--- src/rtl/prio_irq_ctrl.sv ---
module prio_irq_ctrl #(
  parameter bit IS_SLAVE = 1'b0
) (
  input  logic       clk,
  input  logic       rst_n,
  input  logic [1:0] addr,
  input  logic       wr_en,
  input  logic [7:0] wdata,
  output logic [7:0] rdata,
  input  logic [7:0] irq_in,
  output logic       int_out,
  input  logic       inta,
  output logic [7:0] vector_out,
  output logic [7:0] cascade_cfg
);

  localparam logic [7:0] FIXED_EDGE = IS_SLAVE ? 8'h21 : 8'h07;
  localparam logic [1:0] A_CMD  = 2'd0;
  localparam logic [1:0] A_DATA = 2'd1;
  localparam logic [1:0] A_TRIG = 2'd2;

  logic [7:0] mask_q, isr_q, trig_q, latch_q, prev_q, base_q, casc_q, mode_q;
  logic [1:0] init_step;
  logic       rd_isr;

  logic [7:0] irr, pend, isr_nx, latch_nx, win_bit;
  logic [2:0] win;
  logic       win_ok, blocked, wr_cmd, icw1, eoi, take;

  assign irr     = (latch_q & ~trig_q) | (irq_in & trig_q);
  assign pend    = irr & ~mask_q;
  assign wr_cmd  = wr_en && (addr == A_CMD);
  assign icw1    = wr_cmd && (wdata == 8'h11);
  assign eoi     = wr_cmd && (wdata[7:3] == 5'b01100);
  assign int_out = win_ok && !blocked;
  assign take    = inta && int_out;
  assign win_bit = 8'h01 << win;
  assign cascade_cfg = casc_q;

  always_comb begin
    win    = 3'd0;
    win_ok = 1'b0;
    for (int i = 7; i >= 0; i--) begin
      if (pend[i]) begin
        win    = 3'(i);
        win_ok = 1'b1;
      end
    end
    blocked = 1'b0;
    for (int i = 0; i < 8; i++) begin
      if (isr_q[i] && (i <= int'(win))) blocked = 1'b1;
    end
  end

  always_comb begin
    isr_nx = isr_q;
    if (eoi) isr_nx[wdata[2:0]] = 1'b0;
    if (take && !mode_q[1]) isr_nx = isr_nx | win_bit;
    if (icw1) isr_nx = 8'h00;
    latch_nx = (latch_q | (irq_in & ~prev_q)) & ~(take ? win_bit : 8'h00);
    if (icw1) latch_nx = 8'h00;
  end

  always_comb begin
    case (addr)
      A_CMD:   rdata = rd_isr ? isr_q : irr;
      A_DATA:  rdata = mask_q;
      A_TRIG:  rdata = trig_q;
      default: rdata = 8'h00;
    endcase
  end

  always_ff @(posedge clk) begin
    if (!rst_n) begin
      mask_q     <= 8'hFF;
      isr_q      <= 8'h00;
      trig_q     <= 8'h00;
      latch_q    <= 8'h00;
      prev_q     <= 8'h00;
      base_q     <= 8'h00;
      casc_q     <= 8'h00;
      mode_q     <= 8'h00;
      init_step  <= 2'd0;
      rd_isr     <= 1'b0;
      vector_out <= 8'h00;
    end else begin
      prev_q  <= irq_in;
      isr_q   <= isr_nx;
      latch_q <= latch_nx;
      if (inta) vector_out <= base_q + {5'd0, (int_out ? win : 3'd7)};
      if (wr_cmd) begin
        if (icw1) begin
          init_step <= 2'd1;
          rd_isr    <= 1'b0;
        end else if (wdata == 8'h0A) begin
          rd_isr <= 1'b0;
        end else if (wdata == 8'h0B) begin
          rd_isr <= 1'b1;
        end
      end
      if (wr_en && addr == A_DATA) begin
        case (init_step)
          2'd1: begin base_q <= wdata; init_step <= 2'd2; end
          2'd2: begin casc_q <= wdata; init_step <= 2'd3; end
          2'd3: begin mode_q <= wdata; init_step <= 2'd0; end
          default: mask_q <= wdata;
        endcase
      end
      if (wr_en && addr == A_TRIG) trig_q <= wdata & ~FIXED_EDGE;
    end
  end

endmodule


--- config.mk ---
export PLATFORM = sky130hd
export DESIGN_NAME = prio_irq_ctrl
export DESIGN_NICKNAME = d
export VERILOG_FILES = /design/src/rtl/prio_irq_ctrl.sv
export SDC_FILE = /design/constraint.sdc
export NUM_CORES = 1
export LEC_CHECK = 0
export BUFFER_PORTS_ARGS = -buffer_cell sky130_fd_sc_hd__buf_2
export CAP_MARGIN = 20
export CORE_ASPECT_RATIO = 0.6
export CORE_UTILIZATION = 52
export DETAILED_ROUTE_END_ITERATION = 10
export PLACE_DENSITY = 0.75
export SYNTH_ARGS = -nofsm -noshare
export SYNTH_HDL_FRONTEND = slang
export SYNTH_SLANG_ARGS = --single-unit
--- constraint.sdc ---
create_clock -name clk -period 3.4 [get_ports clk]
set_clock_uncertainty 0.15 [all_clocks]
set_input_delay 0.34 -clock clk [delete_from_list [all_inputs] [get_ports clk]]
set_output_delay 0.34 -clock clk [all_outputs]
set_load 0.02 [all_outputs]
==> out/metrics.yaml, run 1 <==
ant_nets: 0
synth_cell_types: 53
path_delay_family: "compound AO/OA/AOI/OAI gates"
grt_pass1_wl_um: 15990
p_leak_nw: 1.784
syn_nets: 449
hold_path_depth: 2
fmax_mhz: 283.5
first_global_vias: 3108
fin_crit_ns: 3.527
cp-end-kind: "register"
hold_viol: 0
cts_tree: "done"
cts-root-buf: "clkbuf_8"
fp.dieArea_mm2: 0.006821
cp_num_buf_inv: 2
clockBufferDepth: 2
port_buffers: 46
worst_pin_slew_ns: 0.7001
avgRoutedWirePerCell_um: 16.91
top_usage_layer: "met2"
cts_htree_levels: 3
cts_buffers: 9
gp_congestion: 0.9419
met3_usage_pct: 8.367
hold_path_class: "in2reg"
synth_edf_count: 0
vdd_drop_max_v: 0.0003943
power_density_mw_per_mm2: 450.9
clock-sinks: 65
fin_crit_sh_pct: 103.7
status: "finished, violations left"
grt_overflow: 0
fin_nets: 527
route.detailed.drc: 0
cp.arrival_ns: 3.62
violations: "setup timing"
initialDrtViolationCount: 304
antenna_found_initial: 0
grtUsageMet1_pct: 43.85
grt_start_max_net_pins: 50
hpwlAfterDp_um: 7204
track_usage_pct: 30.89
async_flop_share_pct: 0
num_antenna_cells: 0
start_util_pct: 54.44
critPathKind: "reg2reg"
rows: 22
whs_endpoint: "prev_q[2]"
die_h_um: 64.38
reg2reg_from: "trig_q[3]"
syn_area_mm2: 0.003372
syn_area_per_cell_um2: 8.048
ys_seq_elements: 65
hold_start: "irq_in[2]"
crit-reg2reg-capture: "vector_out[6]"
nFillCells: 531
rsz0062_at_grt: "true"
fin_tns_setup_ns: -0.2824
multiInputGateArea_mm2: 0.002036
ys.flop_type: "dfxtp_1"
seqCellArea_mm2: 0.001308
grt_util_met2_pct: 45.51
drive_above_1_share_pct: 26.89
reg2reg_slack_ns: -0.13
start_kind: "register"
ys_warn_count: 0
finalPower_mw: 1.937
cp_max_fo: 4
ioPinCount: 47
yosys-top-cells-area: "dfxtp_1, nand2_1, a21boi_0, mux2i_1, a21oi_1"
crit_path_frequent_cell: "nand2_1"
synth_cells: 419
fp.dieW_um: 106.0
drv_slew: 0
clk_pin_slew_worst_paths_ns: 0.08
fin_ws_ns: -0.1274
via_per_inst: 5.797
wirelength_um: 9908
cp_cell_sequence: "buf_4 -> mux2i_1 -> nor2_1 -> a311o_2 -> buf_6 -> and2_4 -> a2111oi_4 -> nand2_1 -> ha_2 -> fa_2 -> a21oi_2 -> nor2b_2 -> nand3_1 -> xor2_1 -> nand2_1 -> o211a_1"
worst_r2r_path_depth: 16
ys_seq_area_share_pct: 38.59
core-area_mm2: 0.006193
max_stage_delay_ns: 0.42
yosysTopAreaCellShare_pct: 38.59
worst_slew_margin_rel_pct: 53.23
num_vias: 3397
yosysTopAreaCell: "dfxtp_1"
clk_latency_ns: 0.35
critPathSlowestCell: "a2111oi_4"
max_cap_violations: 0
crit_path_start: "trig_q[3]"
first_pass_iters: 5
area_growth_pct: 27.38
setup_viol: 5
crit_required_ns: 3.49
## layer usage
metal / routed length (um) / vias to the layer above
met5: 0 / -
met1: 4692 / 1592
met2: 4098 / 174
li1: - / 1617
met3: 1000 / 14
met4: 117 / 0
## layout make-up
type,count,share of cell area (%)
Timing Repair Buffer,88,12.79
Tap cell,84,2.447
Clock inverter,7,2.913
Clock buffer,9,2.884
Sequential cell,65,30.44
Inverter,13,1.136
Multi-Input combinational cell,320,47.39
## registers in the layout, indices dropped and copies added, names as in the netlist, named ones only
register     cells
vector_out       8
trig_q           5
prev_q           8
cascade_cfg      8
isr_q            8
latch_q          8
mask_q           8
mode_q           1
base_q           8
init_step        1
rd_isr           1
## synthesized netlist by cell type (2+ instances only)
master	number
and2_1	11
nor2b_1	8
or3_1	3
nand2b_1	4
inv_1	13
a21oi_1	23
o31ai_1	4
o22ai_1	4
o21ai_0	17
nor2_1	29
mux2i_1	12
nand3_1	17
xnor2_1	4
a21boi_0	23
or2_1	6
mux2i_2	2
nand2_1	89
clkbuf_1	19
nand3b_1	2
or2_2	2
nor3_1	5
xor2_1	2
a211oi_1	7
a211o_1	2
nand4_1	2
o211a_1	7
dfxtp_1	65
o32ai_1	5
ha_1	7
and3_1	2
## cell families (layout without fill, tap and decap cells)
kind of cell	Yosys count	after routing	share of synthesized area, %
buffers and inverters	34	117	3.822
AO/OA/AOI/OAI	104	104	22.26
multiplexers	15	15	4.713
adder cells (fa/ha/maj)	8	8	3.191
XOR/XNOR	6	6	1.558
AND/OR/NAND/NOR	187	187	25.86
flip-flops	65	65	38.59
## worst max path at each step
stage                     cells after the start       endpoint  slack (ns)
after floorplan                              15  vector_out[7]       0.004
after global placement                       15  vector_out[6]       -0.09
after detailed placement                     15  vector_out[6]       -0.23
after CTS                                    15  vector_out[6]       -0.09
after global routing                         16  vector_out[6]       -0.24
final                                        16  vector_out[6]       -0.13
## per-stage QoR
step	instances	cell area, um2	util, %	hold WS [ns]	setup slack, ns
after floorplan	419	3422	-	0.2978	0.004197
after global placement	562	3933	63.49	0.2960	-0.09166
after detailed placement	562	3933	63.49	0.3077	-0.2283
after CTS	585	4267	68.89	0.04662	-0.08651
after global routing	586	4295	69.35	0.04432	-0.2442
final	586	4295	69.35	0.05780	-0.1274
## layout by cell type, fill, tap and decap left out, types with 2 or more instances in the layout
cell       instances
nand2b_1           4
nor3_1             5
a2111oi_4          2
or3_1              2
clkbuf_8           9
nand3_1           17
inv_1             13
mux2i_2            3
a21boi_0          23
buf_4             41
a21oi_1           21
nand2_1           89
nand4_1            2
buf_2             46
mux2i_1           10
clkinv_4           2
inv_6              2
and2_1            11
and3_1             2
xnor2_1            3
o211a_1            7
nor2b_1            7
nand3b_1           2
nor2_1            28
dfxtp_2            5
a21oi_2            2
or2_1              6
a211o_1            2
ha_1               6
xor2_1             2
o31ai_1            4
bufinv_16          3
o32ai_1            5
o22ai_1            4
a211oi_1           6
o21ai_0           17
dfxtp_1           60
or2_2              2
## repair_timing
action                                  in CTS  in global routing
setup buffers                                7                  1
hold buffers                                 0                  0
hold endpoints to repair                     0                  0
pin swaps                                   13                  5
endpoints found under the setup margin       5                  6
gates resized for setup                      9                  5
## power breakdown
group / total (mW) / internal, mW / switching [mW]
logic: 0.305 / 0.131 / 0.173
registers: 0.808 / 0.788 / 0.0194
clock network: 0.825 / 0.494 / 0.330
total: 1.94 / 1.41 / 0.523
## worst reg2reg max path, cell delays in order, from the launching register on
cell	delay [ns]
dfxtp_2	0.34
buf_4	0.12
mux2i_1	0.30
nor2_1	0.11
a311o_2	0.38
buf_6	0.14
and2_4	0.14
a2111oi_4	0.42
nand2_1	0.10
ha_2	0.21
fa_2	0.35
a21oi_2	0.16
nor2b_2	0.07
nand3_1	0.09
xor2_1	0.15
nand2_1	0.08
o211a_1	0.13
(Power assumes the default switching activity.)
==> inputs of run 2 (changes only) <==
--- a/config.mk
+++ b/config.mk
@@ -13,2 +13,3 @@
 export PLACE_DENSITY = 0.75
+export RECOVER_POWER = 50
 export SYNTH_ARGS = -nofsm -noshare
--- a/constraint.sdc
+++ b/constraint.sdc
@@ -4,2 +4,2 @@
 set_output_delay 0.34 -clock clk [all_outputs]
-set_load 0.02 [all_outputs]
+set_load 0.005 [all_outputs]
==> run 2 against run 1 <==
Register-to-register slack got worse by 0.11 ns. Fmax fell by 3.1%. Die area unchanged. Combinational power rose by 2%. Non-clock buffer count up 15. Critical path type unchanged. Sequential share of layout area decreased by 0.45 points. The run still ends with setup timing left.
==> out/metrics.yaml, run 2 (synthesized netlist as in run 1, its figures left out) <==
fin_util_pct: 70.20
max_cap_violations: 0
fin_tns_setup_ns: -0.9467
violations: "setup timing"
antenna_found_initial: 0
comb_power_share_pct: 17.7
hold_viol: 0
fin_crit_sh_pct: 107.0
cp_cell_sequence: "mux2i_2 -> or2_1 -> buf_4 -> nor3b_4 -> buf_4 -> or3_4 -> a21oi_4 -> a2111oi_4 -> nand2_1 -> buf_4 -> fa_2 -> a21oi_2 -> nor2b_2 -> nand3_1 -> xor2_1 -> nand2_1 -> o211a_1"
final_cell_mix: "nand2_1, dfxtp_1, buf_4, buf_2, nor2_1"
drive_above_1_share_pct: 28.10
fp.dieArea_mm2: 0.006821
p_leak_nw: 1.814
cts-root-buf: "clkbuf_8"
cp_max_fo: 3
setup_viol: 6
vdd_drop_max_v: 0.0002470
crit_path_frequent_cell: "buf_4"
worst_pin_slew_ns: 0.8681
final_common_cell: "nand2_1"
critPathSlowestCell: "a2111oi_4"
grt_pass1_wl_um: 16490
cts_buffers: 9
rows: 22
ant_nets: 0
switching_share_pct: 27.32
finalPower_mw: 1.746
clock-sinks: 65
via_per_inst: 5.733
fp.dieW_um: 106.0
placed_area_mm2: 0.004014
area_growth_pct: 28.94
p_sw_mw: 0.4769
clockBufferDepth: 2
p_int_mw: 1.269
avgRoutedWirePerCell_um: 17.48
fin_nets: 542
ioPinCount: 47
route.detailed.drc: 0
status: "finished, violations left"
num_antenna_cells: 0
nFillCells: 528
reg2reg_slack_ns: -0.24
track_usage_pct: 31.94
cts_tree: "done"
fin_area_mm2: 0.004348
grt_overflow: 0
port_buffers: 46
rsz0062_at_grt: "true"
gp_congestion: 0.9345
num_vias: 3440
hold_path_class: "in2reg"
start_kind: "register"
clk_pin_slew_worst_paths_ns: 0.08
fmax_mhz: 274.8
core-area_mm2: 0.006193
cp-end-kind: "register"
clkPwrFrac_pct: 36.1
clk_latency_ns: 0.34
hpwlAfterDp_um: 7738
pwr-share-seq_pct: 46.2
first_global_vias: 3166
power_density_mw_per_mm2: 401.5
die_h_um: 64.38
fin_crit_ns: 3.639
max_stage_delay_ns: 0.41
start_util_pct: 54.44
first_pass_iters: 5
drv_slew: 0
grt_start_max_net_pins: 49
cp.arrival_ns: 3.72
cts_htree_levels: 3
critPathKind: "reg2reg"
initialDrtViolationCount: 349
fin_ws_ns: -0.2393
crit_required_ns: 3.48
worst_slew_margin_rel_pct: 42.13
wirelength_um: 10490
hold_buffers: 0
==> run 2: final cells by class <==
cell class / count / area (um2) / share of cell area [%]
inverters: 13 / 48.80 / 1.122
flip-flops and latches: 65 / 1304 / 29.99
clock buffers: 12 / 135.1 / 3.108
multi-input cells: 320 / 2058 / 47.34
repair buffers: 103 / 654.4 / 15.05
well taps: 84 / 105.1 / 2.417
clock inverters: 3 / 42.54 / 0.9784
==> run 2: path summary, 6_finish.rpt <==
path	startpoint	to	cells after the start
max reg2reg	trig_q[5]	vector_out[6]	17
min	irq_in[0]	prev_q[0]	2
max	trig_q[5]	vector_out[6]	17
min reg2reg	cascade_cfg[4]	cascade_cfg[4]	2
==> run 2: routing by layer <==
layer	share of wire [%]	wire length (um)	vias up	track usage [%]
met1	49	5095	1633	47.13
li1	-	-	1638	-
met4	1.3	140	0	6.771
met2	42	4400	152	47.79
met3	8.1	849	17	6.224
met5	0	0	-	0
==> run 2: critical path: cells and delay by family, from the launching register on <==
family | cells | cell delay (ns)
muxes | 1 | 0.35
AOI/OAI and AO/OA | 4 | 0.74
DFF | 1 | 0.38
buffers and inverters | 3 | 0.45
and+or+nand+nor | 7 | 0.92
xor gates and xnor gates | 1 | 0.15
adders and majority gates | 1 | 0.37
==> run 2: metrics by stage <==
| stage | worst slack [ns] | std cells | hold slack, ns |
|---|---|---|---|
| after CTS | -0.1273 | 596 | 0.06995 |
| after global routing | -0.3100 | 600 | 0.07240 |
| after detailed placement | -0.2714 | 576 | 0.3071 |
| after floorplan | 0.0006004 | 419 | 0.2978 |
| final | -0.2393 | 600 | 0.07156 |
| after global placement | -0.1655 | 576 | 0.2986 |
==> run 2: timing repair <==
| item | 4_1_cts | 5_1_grt |
|---|---|---|
| setup buffers | 5 | 4 |
| gates resized for setup | 10 | 11 |
| endpoints found under the setup margin | 6 | 6 |
| pin swaps | 10 | 13 |
==> run 2: power groups by stage <==
| stage | logic (mW) | registers [mW] | clock network (mW) |
|---|---|---|---|
| after floorplan | 0.144 | 0.821 | 0 |
| after global placement | 0.270 | 0.821 | 0 |
| after detailed placement | 0.273 | 0.823 | 0 |
| after CTS | 0.288 | 0.806 | 0.630 |
| after global routing | 0.332 | 0.809 | 0.672 |
| final | 0.310 | 0.806 | 0.630 |
